`src/rtl/qspi_lrd_pkg.sv`:
```
package qspi_lrd_pkg;

    localparam logic [7:0] OP_QUAD_ADDR = 8'hEB;
    localparam logic [7:0] OP_QUAD_DATA = 8'h6B;

    typedef enum logic [2:0] {
        PH_IDLE,
        PH_CMD,
        PH_ADDR,
        PH_MODE,
        PH_DUMMY,
        PH_DATA
    } phase_e;

    typedef struct packed {
        logic [7:0] opcode;
        logic       addr_quad;
        logic [4:0] mode_cyc;
        logic [4:0] dummy_cyc;
    } rdcfg_t;

    function automatic rdcfg_t cfg_for(input logic single_addr);
        rdcfg_t c;
        if (single_addr) begin
            c.opcode    = OP_QUAD_DATA;
            c.addr_quad = 1'b0;
            c.mode_cyc  = 5'd0;
            c.dummy_cyc = 5'd8;
        end else begin
            c.opcode    = OP_QUAD_ADDR;
            c.addr_quad = 1'b1;
            c.mode_cyc  = 5'd2;
            c.dummy_cyc = 5'd4;
        end
        return c;
    endfunction

    // cycles from chip-select fall to the first data cycle
    function automatic int unsigned hdr_cycles(input rdcfg_t c, input int unsigned addr_w);
        return 8 + (c.addr_quad ? addr_w / 4 : addr_w) + 32'(c.mode_cyc) + 32'(c.dummy_cyc);
    endfunction

    // bytes to pull the address back so header + offset fills whole words
    function automatic logic [1:0] drop_for(input int unsigned hdr);
        int unsigned b;
        b = (hdr / 2) % 4;
        return 2'((4 - b) % 4);
    endfunction

endpackage

```
`src/rtl/qspi_lrd_ctrl.sv`:
```
module qspi_lrd_ctrl
    import qspi_lrd_pkg::*;
#(
    parameter int ADDR_W = 24,
    parameter int LEN_W  = 4,
    parameter int CNT_W  = 8
) (
    input  logic              clk,
    input  logic              rst,
    input  logic              req_valid,
    input  logic              req_sel,
    input  logic [ADDR_W-1:0] req_addr,
    input  logic [LEN_W-1:0]  req_words,
    output phase_e            phase,
    output logic [CNT_W-1:0]  cnt,
    output logic [7:0]        opcode,
    output logic              addr_quad,
    output logic [ADDR_W-1:0] faddr,
    output logic              xfer_start,
    output logic [1:0]        drop_bytes
);

    phase_e              phase_q, ph_nx;
    logic [CNT_W-1:0]    cnt_q, cnt_nx;
    rdcfg_t              cfg_q, cfg_in;
    logic [ADDR_W-1:0]   faddr_q;
    logic [LEN_W:0]      nword_q;
    logic                start_q;
    logic [1:0]          drop_q, drop_in;
    logic                accept, last;
    logic [CNT_W-1:0]    addr_m1, mode_m1, dummy_m1, data_m1;

    assign cfg_in  = cfg_for(req_sel);
    assign drop_in = drop_for(hdr_cycles(cfg_in, ADDR_W));
    assign accept  = (phase_q == PH_IDLE) && req_valid && (req_words != '0);
    assign last    = (cnt_q == '0);

    assign addr_m1  = cfg_q.addr_quad ? CNT_W'(ADDR_W / 4 - 1) : CNT_W'(ADDR_W - 1);
    assign mode_m1  = CNT_W'(cfg_q.mode_cyc) - CNT_W'(1);
    assign dummy_m1 = CNT_W'(cfg_q.dummy_cyc) - CNT_W'(1);
    assign data_m1  = CNT_W'({nword_q, 3'b000}) - CNT_W'(1);

    always_comb begin
        ph_nx  = phase_q;
        cnt_nx = cnt_q - CNT_W'(1);
        case (phase_q)
            PH_IDLE: begin
                cnt_nx = '0;
                if (accept) begin
                    ph_nx  = PH_CMD;
                    cnt_nx = CNT_W'(7);
                end
            end
            PH_CMD: if (last) begin
                ph_nx  = PH_ADDR;
                cnt_nx = addr_m1;
            end
            PH_ADDR: if (last) begin
                if (cfg_q.mode_cyc != '0) begin
                    ph_nx  = PH_MODE;
                    cnt_nx = mode_m1;
                end else if (cfg_q.dummy_cyc != '0) begin
                    ph_nx  = PH_DUMMY;
                    cnt_nx = dummy_m1;
                end else begin
                    ph_nx  = PH_DATA;
                    cnt_nx = data_m1;
                end
            end
            PH_MODE: if (last) begin
                if (cfg_q.dummy_cyc != '0) begin
                    ph_nx  = PH_DUMMY;
                    cnt_nx = dummy_m1;
                end else begin
                    ph_nx  = PH_DATA;
                    cnt_nx = data_m1;
                end
            end
            PH_DUMMY: if (last) begin
                ph_nx  = PH_DATA;
                cnt_nx = data_m1;
            end
            PH_DATA: if (last) begin
                ph_nx  = PH_IDLE;
                cnt_nx = '0;
            end
            default: begin
                ph_nx  = PH_IDLE;
                cnt_nx = '0;
            end
        endcase
    end

    always_ff @(posedge clk) begin
        if (rst) begin
            phase_q <= PH_IDLE;
            cnt_q   <= '0;
            cfg_q   <= '0;
            faddr_q <= '0;
            nword_q <= '0;
            start_q <= 1'b0;
            drop_q  <= '0;
        end else begin
            phase_q <= ph_nx;
            cnt_q   <= cnt_nx;
            start_q <= accept;
            if (accept) begin
                cfg_q   <= cfg_in;
                faddr_q <= req_addr - ADDR_W'(drop_in);
                nword_q <= (LEN_W+1)'(req_words) + (LEN_W+1)'(drop_in != 2'd0);
                drop_q  <= drop_in;
            end
        end
    end

    assign phase      = phase_q;
    assign cnt        = cnt_q;
    assign opcode     = cfg_q.opcode;
    assign addr_quad  = cfg_q.addr_quad;
    assign faddr      = faddr_q;
    assign xfer_start = start_q;
    assign drop_bytes = drop_q;

    AST_DATA_AFTER_DUMMY: assert property (@(posedge clk) disable iff (rst)
        (phase_q == PH_DATA && $past(phase_q) != PH_DATA) |-> $past(phase_q) == PH_DUMMY);

    AST_ADDR_PULLBACK: assert property (@(posedge clk) disable iff (rst)
        start_q |-> (faddr_q + ADDR_W'(drop_q)) == $past(req_addr));

endmodule

```
`src/rtl/qspi_lrd_drive.sv`:
```
module qspi_lrd_drive
    import qspi_lrd_pkg::*;
#(
    parameter int         ADDR_W    = 24,
    parameter int         CNT_W     = 8,
    parameter logic [7:0] MODE_BYTE = 8'hF0
) (
    input  phase_e            phase,
    input  logic [CNT_W-1:0]  cnt,
    input  logic [7:0]        opcode,
    input  logic              addr_quad,
    input  logic [ADDR_W-1:0] faddr,
    output logic [3:0]        io_out,
    output logic [3:0]        io_oe
);

    logic [ADDR_W-1:0] nib_sh, bit_sh;

    assign nib_sh = faddr >> {cnt, 2'b00};
    assign bit_sh = faddr >> cnt;

    always_comb begin
        io_out = 4'b0000;
        io_oe  = 4'b0000;
        case (phase)
            PH_CMD: begin
                io_out = {3'b000, opcode[cnt[2:0]]};
                io_oe  = 4'b0001;
            end
            PH_ADDR: begin
                if (addr_quad) begin
                    io_out = nib_sh[3:0];
                    io_oe  = 4'b1111;
                end else begin
                    io_out = {3'b000, bit_sh[0]};
                    io_oe  = 4'b0001;
                end
            end
            PH_MODE: begin
                io_out = cnt[0] ? MODE_BYTE[7:4] : MODE_BYTE[3:0];
                io_oe  = 4'b1111;
            end
            default: begin
                io_out = 4'b0000;
                io_oe  = 4'b0000;
            end
        endcase
    end

endmodule

```
`src/rtl/qspi_lrd_pack.sv`:
```
module qspi_lrd_pack
    import qspi_lrd_pkg::*;
(
    input  logic        clk,
    input  logic        rst,
    input  phase_e      phase,
    input  logic [2:0]  cnt_lo,
    input  logic [3:0]  io_in,
    output logic        rd_valid,
    output logic [31:0] rd_data
);

    logic [31:0] acc_q, acc_nx, data_q;
    logic        valid_q;
    logic [4:0]  pos;

    // counter runs 7..0 per word: nibble k = 7 - cnt_lo, byte k/2, high half when k even
    assign pos = {~cnt_lo[2], ~cnt_lo[1], cnt_lo[0], 2'b00};

    always_comb begin
        acc_nx = acc_q;
        acc_nx[pos +: 4] = io_in;
    end

    always_ff @(posedge clk) begin
        if (rst) begin
            acc_q   <= '0;
            data_q  <= '0;
            valid_q <= 1'b0;
        end else begin
            valid_q <= 1'b0;
            if (phase == PH_DATA) begin
                acc_q <= acc_nx;
                if (cnt_lo == 3'd0) begin
                    data_q  <= acc_nx;
                    valid_q <= 1'b1;
                end
            end
        end
    end

    assign rd_valid = valid_q;
    assign rd_data  = data_q;

    AST_VALID_PULSE: assert property (@(posedge clk) disable iff (rst)
        valid_q |=> !valid_q);

endmodule

```
`src/rtl/qspi_linear_rd.sv`:
```
module qspi_linear_rd
    import qspi_lrd_pkg::*;
#(
    parameter int         ADDR_W    = 24,
    parameter int         LEN_W     = 4,
    parameter logic [7:0] MODE_BYTE = 8'hF0
) (
    input  logic              clk,
    input  logic              rst,
    input  logic              req_valid,
    input  logic              req_sel,
    input  logic [ADDR_W-1:0] req_addr,
    input  logic [LEN_W-1:0]  req_words,
    output logic              busy,
    output logic              xfer_start,
    output logic [1:0]        drop_bytes,
    output logic              cs_n,
    output logic              sclk_en,
    output logic [3:0]        io_out,
    output logic [3:0]        io_oe,
    input  logic [3:0]        io_in,
    output logic              rd_valid,
    output logic [31:0]       rd_data
);

    localparam int CNT_W = (LEN_W + 4 > $clog2(ADDR_W) + 1) ? LEN_W + 4 : $clog2(ADDR_W) + 1;

    phase_e            phase;
    logic [CNT_W-1:0]  cnt;
    logic [7:0]        opcode;
    logic              addr_quad;
    logic [ADDR_W-1:0] faddr;

    qspi_lrd_ctrl #(.ADDR_W(ADDR_W), .LEN_W(LEN_W), .CNT_W(CNT_W)) u_ctrl (
        .clk        (clk),
        .rst        (rst),
        .req_valid  (req_valid),
        .req_sel    (req_sel),
        .req_addr   (req_addr),
        .req_words  (req_words),
        .phase      (phase),
        .cnt        (cnt),
        .opcode     (opcode),
        .addr_quad  (addr_quad),
        .faddr      (faddr),
        .xfer_start (xfer_start),
        .drop_bytes (drop_bytes)
    );

    qspi_lrd_drive #(.ADDR_W(ADDR_W), .CNT_W(CNT_W), .MODE_BYTE(MODE_BYTE)) u_drive (
        .phase     (phase),
        .cnt       (cnt),
        .opcode    (opcode),
        .addr_quad (addr_quad),
        .faddr     (faddr),
        .io_out    (io_out),
        .io_oe     (io_oe)
    );

    qspi_lrd_pack u_pack (
        .clk      (clk),
        .rst      (rst),
        .phase    (phase),
        .cnt_lo   (cnt[2:0]),
        .io_in    (io_in),
        .rd_valid (rd_valid),
        .rd_data  (rd_data)
    );

    assign cs_n    = (phase == PH_IDLE);
    assign sclk_en = ~cs_n;
    assign busy    = ~cs_n;

    AST_START_WITH_SELECT: assert property (@(posedge clk) disable iff (rst)
        $fell(cs_n) |-> xfer_start);

    AST_SINGLE_START: assert property (@(posedge clk) disable iff (rst)
        (!cs_n && !$fell(cs_n)) |-> !xfer_start);

    AST_LINES_QUIET_IDLE: assert property (@(posedge clk) disable iff (rst)
        cs_n |-> io_oe == 4'b0000);

    AST_WORD_IN_XFER: assert property (@(posedge clk) disable iff (rst)
        rd_valid |-> $past(!cs_n));

endmodule

```
`config.mk`:
```
export PLATFORM = sky130hd
export DESIGN_NAME = qspi_linear_rd
export DESIGN_NICKNAME = d
export VERILOG_FILES = /design/src/rtl/qspi_lrd_pkg.sv /design/src/rtl/qspi_lrd_ctrl.sv /design/src/rtl/qspi_lrd_drive.sv /design/src/rtl/qspi_lrd_pack.sv /design/src/rtl/qspi_linear_rd.sv
export SDC_FILE = /design/constraint.sdc
export NUM_CORES = 1
export LEC_CHECK = 0
export BUFFER_PORTS_ARGS = -buffer_cell sky130_fd_sc_hd__buf_2
export CORE_MARGIN = 10
export CORE_UTILIZATION = 58
export DETAILED_ROUTE_END_ITERATION = 12
export GPL_ROUTABILITY_DRIVEN = 0
export PLACE_DENSITY_LB_ADDON = 0.08
export SLEW_MARGIN = 20
export SYNTH_ARGS = -nofsm -noshare
export SYNTH_HDL_FRONTEND = slang
export SYNTH_SLANG_ARGS = --single-unit
```
`constraint.sdc`:
```
create_clock -name clk -period 8.9 [get_ports clk]
set_input_delay 0.89 -clock clk [delete_from_list [all_inputs] [get_ports clk]]
set_output_delay 0.89 -clock clk [all_outputs]
set_load 0.01 [all_outputs]
```
==> flow_summary.ini, run 1 <==
[status]
status = complete, no violations

[power]
p_leak_uw = 0.00224
p_clk_share_pct = 17.5
p_seq_share_pct = 40.2
switchingPower_uw = 647
internal-power_uw = 942
power_density_nw_per_um2 = 257
ir_drop_mv = 0.138
comb_power_share_pct = 42.3
swShare_pct = 40.7

[yosys]
ys_seq_area_share_pct = 38.9
synth_edf_count = 0
syn-num-nets = 707
synth_cell_types = 58
async_reset_ff_share_pct = 0
syn_avg_cell_area_um2 = 8.48
synth_cells = 662
yosys_warnings = 0
syn_area_um2 = 5620
synth-main-ff-cell = dfxtp_1
synth_seq_cells = 109

[critical_path]
path_class = reg2reg
cp.arrival_ns = 3.90
cp.required_ns = 9.14
start_kind = flop
path_max_fanout = 24
cp-end-kind = flop

[clocking]
cts_tree = built
cts_resized = 0
clk_pin_slew_ns = 0.10
cts.sinks = 109
htree_num_levels = 3
clkLatencyLatePin_ns = 0.37
clockBufferDepth = 2
ctsHoldBuffers = 0
cts-buffers-inserted = 9
cts.root.buffer_cell = clkbuf_8
postCtsSetupBuffers = 0

[timing]
fmax_mhz = 273
fin_tns_setup_ns = 0
max_slew_margin_pct = 28.3
timing.final.crit_share_pct = 41.2
final-hold-violation-count = 0
fin_skew_ns = 0.0141
post-route-min-period_ns = 3.67
rsz0062_at_grt = false
setup_viol = 0
slew_violations = 0
tightest_slew_ns = 1.08

[cells_and_area]
syn_to_final_growth_pct = 9.94
drive_gt1_share_pct = 16.8
fillers = 808
final_nets = 747
diodes = 0
final_area_um2 = 6170

[global_route]
antenna_found_initial = 0
gr-total-overflow = 0
grt_start_max_net_pins = 105
grt_use_total_pct = 18.4
grt_pass1_vias = 4566
grt_pass1_wl_mm = 22.3

[placement]
dpl_cell_area_um2 = 5980
portBuffers = 81
dp_hpwl_mm = 9.42

[detailed_routing]
drc = 0
num_vias = 4835
routed_wl_mm = 13.2
ant_nets = 0
routedWlPerCell_um = 15.8
drt_iter0_drc = 393
via_per_inst = 5.78
detail_route.first_pass.iterations = 5

[floorplan]
die_area_um2 = 14000
io_pins = 83
rows = 35
start_util_pct = 60.2
die_h_um = 118
core_area_um2 = 9330
die_w_um = 118

[worst_hold_path]
hp-class = reg2reg

[job]
maxCapViolations = 0
registers in the layout (all words and copies together), names as in the netlist:
name               cells
u_ctrl.opcode          1
u_ctrl.xfer_start      1
u_ctrl.nword_q         5
u_pack.acc_q          32
u_pack.rd_data        32
u_ctrl.phase           3
u_ctrl.cnt             8
u_pack.rd_valid        1
u_ctrl.cfg_q           2
u_ctrl.faddr          24
synthesized netlist by cell type, types with 5 or more instances:
master	instances	area share (%)
nand2_1	61	4.1
nand2b_1	10	1.1
a311oi_1	9	1.4
dfxtp_1	109	39
a211oi_1	53	7.1
nor2b_1	7	0.78
nor4_1	6	0.67
a21oi_1	34	3.0
inv_1	9	0.60
nor3_1	12	1.1
or3_1	8	0.89
nor2_1	99	6.6
ha_1	9	2.0
mux4_2	8	3.2
xnor2_1	20	3.1
mux2i_1	50	8.9
clkbuf_1	46	3.1
xor2_1	8	1.2
nand3_1	22	2.0
buf_4	5	0.67
o22ai_1	5	0.56
o21ai_0	17	1.5
worst paths after layout:
check	startpoint	to	slack [ns]	cells after the start
worst max-delay path	u_ctrl.cnt[0]$_SDFF_PP0_	u_pack.acc_q[27]$_SDFFE_PP0P_	5.23	9
worst min-delay path	u_pack.acc_q[20]$_SDFFE_PP0P_	u_pack.acc_q[20]$_SDFFE_PP0P_	0.46	2
worst max register to register	u_ctrl.cnt[0]$_SDFF_PP0_	u_pack.acc_q[27]$_SDFFE_PP0P_	5.23	9
worst min register to register	u_pack.acc_q[20]$_SDFFE_PP0P_	u_pack.acc_q[20]$_SDFFE_PP0P_	0.46	2
metal layers:
| layer | vias to the layer above | share of wire (%) | global-route usage (%) | routed length, um |
|---|---|---|---|---|
| met1 | 2249 | 48 | 25.4 | 6300 |
| met5 | - | 0 | 0 | 0 |
| met3 | 10 | 6.3 | 4.76 | 827 |
| met2 | 139 | 45 | 28.1 | 5930 |
| li1 | 2437 | - | - | - |
| met4 | 0 | 0.91 | 4.35 | 120 |
worst max-delay path, stage by stage (launching register included):
cell       delay [ns]
dfxtp_1          0.32
buf_4            0.32
clkinv_1         0.31
ha_1             0.29
ha_1             0.24
a2111oi_1        0.87
nor2b_1          0.55
and2_1           0.34
mux2i_1          0.23
nor2_1           0.05
stage by stage:
| step | utilization, % | worst slack, ns | total power, uW | instances | hold slack, ns |
|---|---|---|---|---|---|
| after floorplan | - | 5.76 | 1180 | 662 | 0.436 |
| after detailed placement | 64.1 | 5.21 | 1320 | 819 | 0.450 |
| after CTS | 66.0 | 5.22 | 1590 | 835 | 0.462 |
| final | 66.2 | 5.23 | 1590 | 836 | 0.463 |
| after global placement | 64.1 | 5.37 | 1300 | 819 | 0.441 |
| after global routing | 66.2 | 4.94 | 1700 | 836 | 0.474 |
cells in the final DEF, fill, tap and decap left out, types with 2 or more instances in the layout:
cell type and count:
a21oi_1 34, or4_4 2, or3_2 2, nand4_1 2, o21ai_0 17, ha_1 9
and2_1 3, a211oi_1 53, clkbuf_8 10, xor2_1 8, nand2_1 61, buf_4 4
nor3_1 12, a22oi_1 2, inv_1 9, nand3_1 22, mux4_2 8, or4b_4 2
buf_2 81, nor3b_1 2, nor4_1 6, o2111ai_1 3, a311oi_1 9, a31oi_1 3
or3_1 8, nand3b_1 3, and3_1 2, o22ai_1 5, mux2i_1 50, xnor2_1 20
dfxtp_1 109, nor2_1 99, clkbuf_1 2, nor2b_1 7, nand2b_1 10
cell families (layout without fill, tap and decap cells):
| group | Yosys count | after routing | share of synthesized area (%) |
|---|---|---|---|
| AO/OA/AOI/OAI | 141 | 141 | 17.0 |
| other | 1 | 1 | 0.0668 |
| adder cells (fa/ha/maj) | 9 | 9 | 2.01 |
| XOR/XNOR | 28 | 28 | 4.37 |
| buffers and inverters | 68 | 113 | 4.97 |
| multiplexers | 58 | 58 | 12.1 |
| flip-flops | 109 | 109 | 38.9 |
| AND/OR/NAND/NOR | 248 | 248 | 20.6 |
layout make-up:
type	instances	area (um^2)	share of cell area (%)
multi-input cells	485	3160	51.1
flip-flops and latches	109	2180	35.3
repair buffers	86	455	7.38
well taps	129	161	2.61
clock buffers	12	145	2.35
inverters	11	41.3	0.669
clock inverters	4	32.5	0.527
power by group through the flow:
| stage | Sequential [uW] | Clock (uW) | Combinational, uW |
|---|---|---|---|
| 2_1_floorplan | 596 | 0 | 582 |
| 3_3_place_gp | 645 | 0 | 654 |
| 3_5_place_dp | 647 | 0 | 670 |
| 4_1_cts | 635 | 283 | 672 |
| 5_1_grt | 649 | 302 | 749 |
| 6_report | 638 | 278 | 672 |
(Power assumes the default switching activity.)
==> inputs of run 2 (changes only) <==
--- a/config.mk
+++ b/config.mk
@@ -7,7 +7,7 @@
 export LEC_CHECK = 0
 export BUFFER_PORTS_ARGS = -buffer_cell sky130_fd_sc_hd__buf_2
 export CORE_MARGIN = 10
-export CORE_UTILIZATION = 58
+export CORE_UTILIZATION = 57
 export DETAILED_ROUTE_END_ITERATION = 12
 export GPL_ROUTABILITY_DRIVEN = 0
 export PLACE_DENSITY_LB_ADDON = 0.08
==> constraint.sdc (replaced) <==
create_clock -name clk -period 3.8 [get_ports clk]
set_input_delay 0.38 -clock clk [delete_from_list [all_inputs] [get_ports clk]]
set_output_delay 0.38 -clock clk [all_outputs]
set_load 0.01 [all_outputs]
==> run 2 against run 1 <==
Compared with the run above: sequential power is 140% higher; global-route usage is 0.19 points higher; fmax is 18% higher; register-to-register slack worse by 4.5 ns; largest cell class unchanged.
==> flow_summary.ini, run 2 (synthesis results as in run 1) <==
[cells_and_area]
layout_commonest_cell = dfxtp_1
layout_common_cells = dfxtp_1, nor2_1, buf_2
final_core_util_pct = 64.3
final_nets = 751
layout.cells.non_filler = 844
drive_gt1_share_pct = 17.4
diodes = 0
syn_to_final_growth_pct = 10.9

[clocking]
ctsHoldBuffers = 0
cts_tree = built
postCtsSetupBuffers = 0
cts.root.buffer_cell = clkbuf_8
cts-buffers-inserted = 9
cts_resized = 0
clockBufferDepth = 2
cts.sinks = 109
htree_num_levels = 3
clkLatencyLatePin_ns = 0.39
clk_pin_slew_ns = 0.11

[critical_path]
cp.arrival_ns = 3.37
crit_family = simple AND/OR/NAND/NOR gates
path_max_fanout = 18
timing.critical_path.buf_inv = 2
cp_slowest_cell = dfxtp_1
start_kind = flop
crit_path_max_incr_delay_ns = 0.74
path_class = reg2reg
worstPathCellList = inv_1, ha_1, a2111oi_1, buf_4, nor2b_1, and2_1, mux2i_1, nor2_1
cp.required_ns = 4.06
cp-end-kind = flop

[detailed_routing]
drt_iter0_drc = 312
via_per_inst = 5.71
ant_nets = 0
routed_wl_mm = 13.2
num_vias = 4818
routedWlPerCell_um = 15.7
drc = 0
detail_route.first_pass.iterations = 5

[floorplan]
start_util_pct = 58.0
rows = 36
die_w_um = 119
die_h_um = 119
core_area_um2 = 9680
io_pins = 83
die_area_um2 = 14200

[timing]
rsz0062_at_grt = false
setup_viol = 0
fin_tns_setup_ns = 0
final-hold-violation-count = 0
timing.final.crit_share_pct = 81.8
slew_violations = 0
tightest_slew_ns = 0.999
fin_skew_ns = 0.0114
fmax_mhz = 322
max_slew_margin_pct = 33.4
post-route-min-period_ns = 3.11
worst_slack_ns = 0.693

[global_route]
grt_use_total_pct = 18.6
grt_pass1_wl_mm = 22.6
gr-total-overflow = 0
antenna_found_initial = 0
grt_pass1_vias = 4622
grt_start_max_net_pins = 57

[worst_hold_path]
hp-class = in2reg

[power]
ir_drop_mv = 0.276
power_density_nw_per_um2 = 617
p_leak_uw = 0.00227

[job]
maxCapViolations = 0

[status]
status = complete, no violations

[placement]
dp_cells = 828
portBuffers = 81
dpl_worst_slack_ns = 0.674
dp_hpwl_mm = 9.48
run 2: stage by stage:
step,area [um^2],hold slack (ns),power [uW]
after floorplan,5620,0.436,2760
after global placement,6020,0.441,3070
after detailed placement,6020,0.446,3100
after CTS,6230,0.216,3850
after global routing,6230,0.213,4130
final,6230,0.224,3840
run 2: final timing paths:
check	start	endpoint	slack (ns)	depth (start not counted)
setup / recovery	u_ctrl.cnt[1]$_SDFF_PP0_	u_pack.acc_q[26]$_SDFFE_PP0P_	0.69	8
hold / removal	req_addr[0]	u_ctrl.faddr[0]$_SDFFE_PP0P_	0.22	3
setup reg to reg	u_ctrl.cnt[1]$_SDFF_PP0_	u_pack.acc_q[26]$_SDFFE_PP0P_	0.69	8
hold reg to reg	u_pack.acc_q[28]$_SDFFE_PP0P_	u_pack.acc_q[28]$_SDFFE_PP0P_	0.46	2
run 2: layer usage:
layer	up-vias	routed length, um	GRT usage [%]	share of wire, %
li1	2445	-	-	-
met1	2237	6290	24.9	47
met2	118	6010	28.6	45
met3	18	763	4.87	5.8
met4	0	180	6.03	1.4
met5	-	0	0	0
run 2: worst reg2reg max path, delay by kind of cell (launching register included):
family                   cells  cell delay (ns)
adder cells (fa/ha/maj)      1             0.41
flip-flops                   1             0.74
AO/OA/AOI/OAI                1             0.40
AND/OR/NAND/NOR              3             0.83
buffers and inverters        2             0.41
multiplexers                 1             0.22
run 2: cell type report:
cell class              count  area [um^2]
well taps                 133          166
repair buffers             90          473
multi-input cells         485         3160
fillers                   864         3460
flip-flops and latches    109         2180
inverters                  11         41.3
clock inverters             6         80.1
clock buffers              10          128
run 2: report_power, final:
part,internal [uW],switching [uW],total (uW)
Combinational,673,923,1600
Sequential,1290,208,1500
Clock,320,426,747
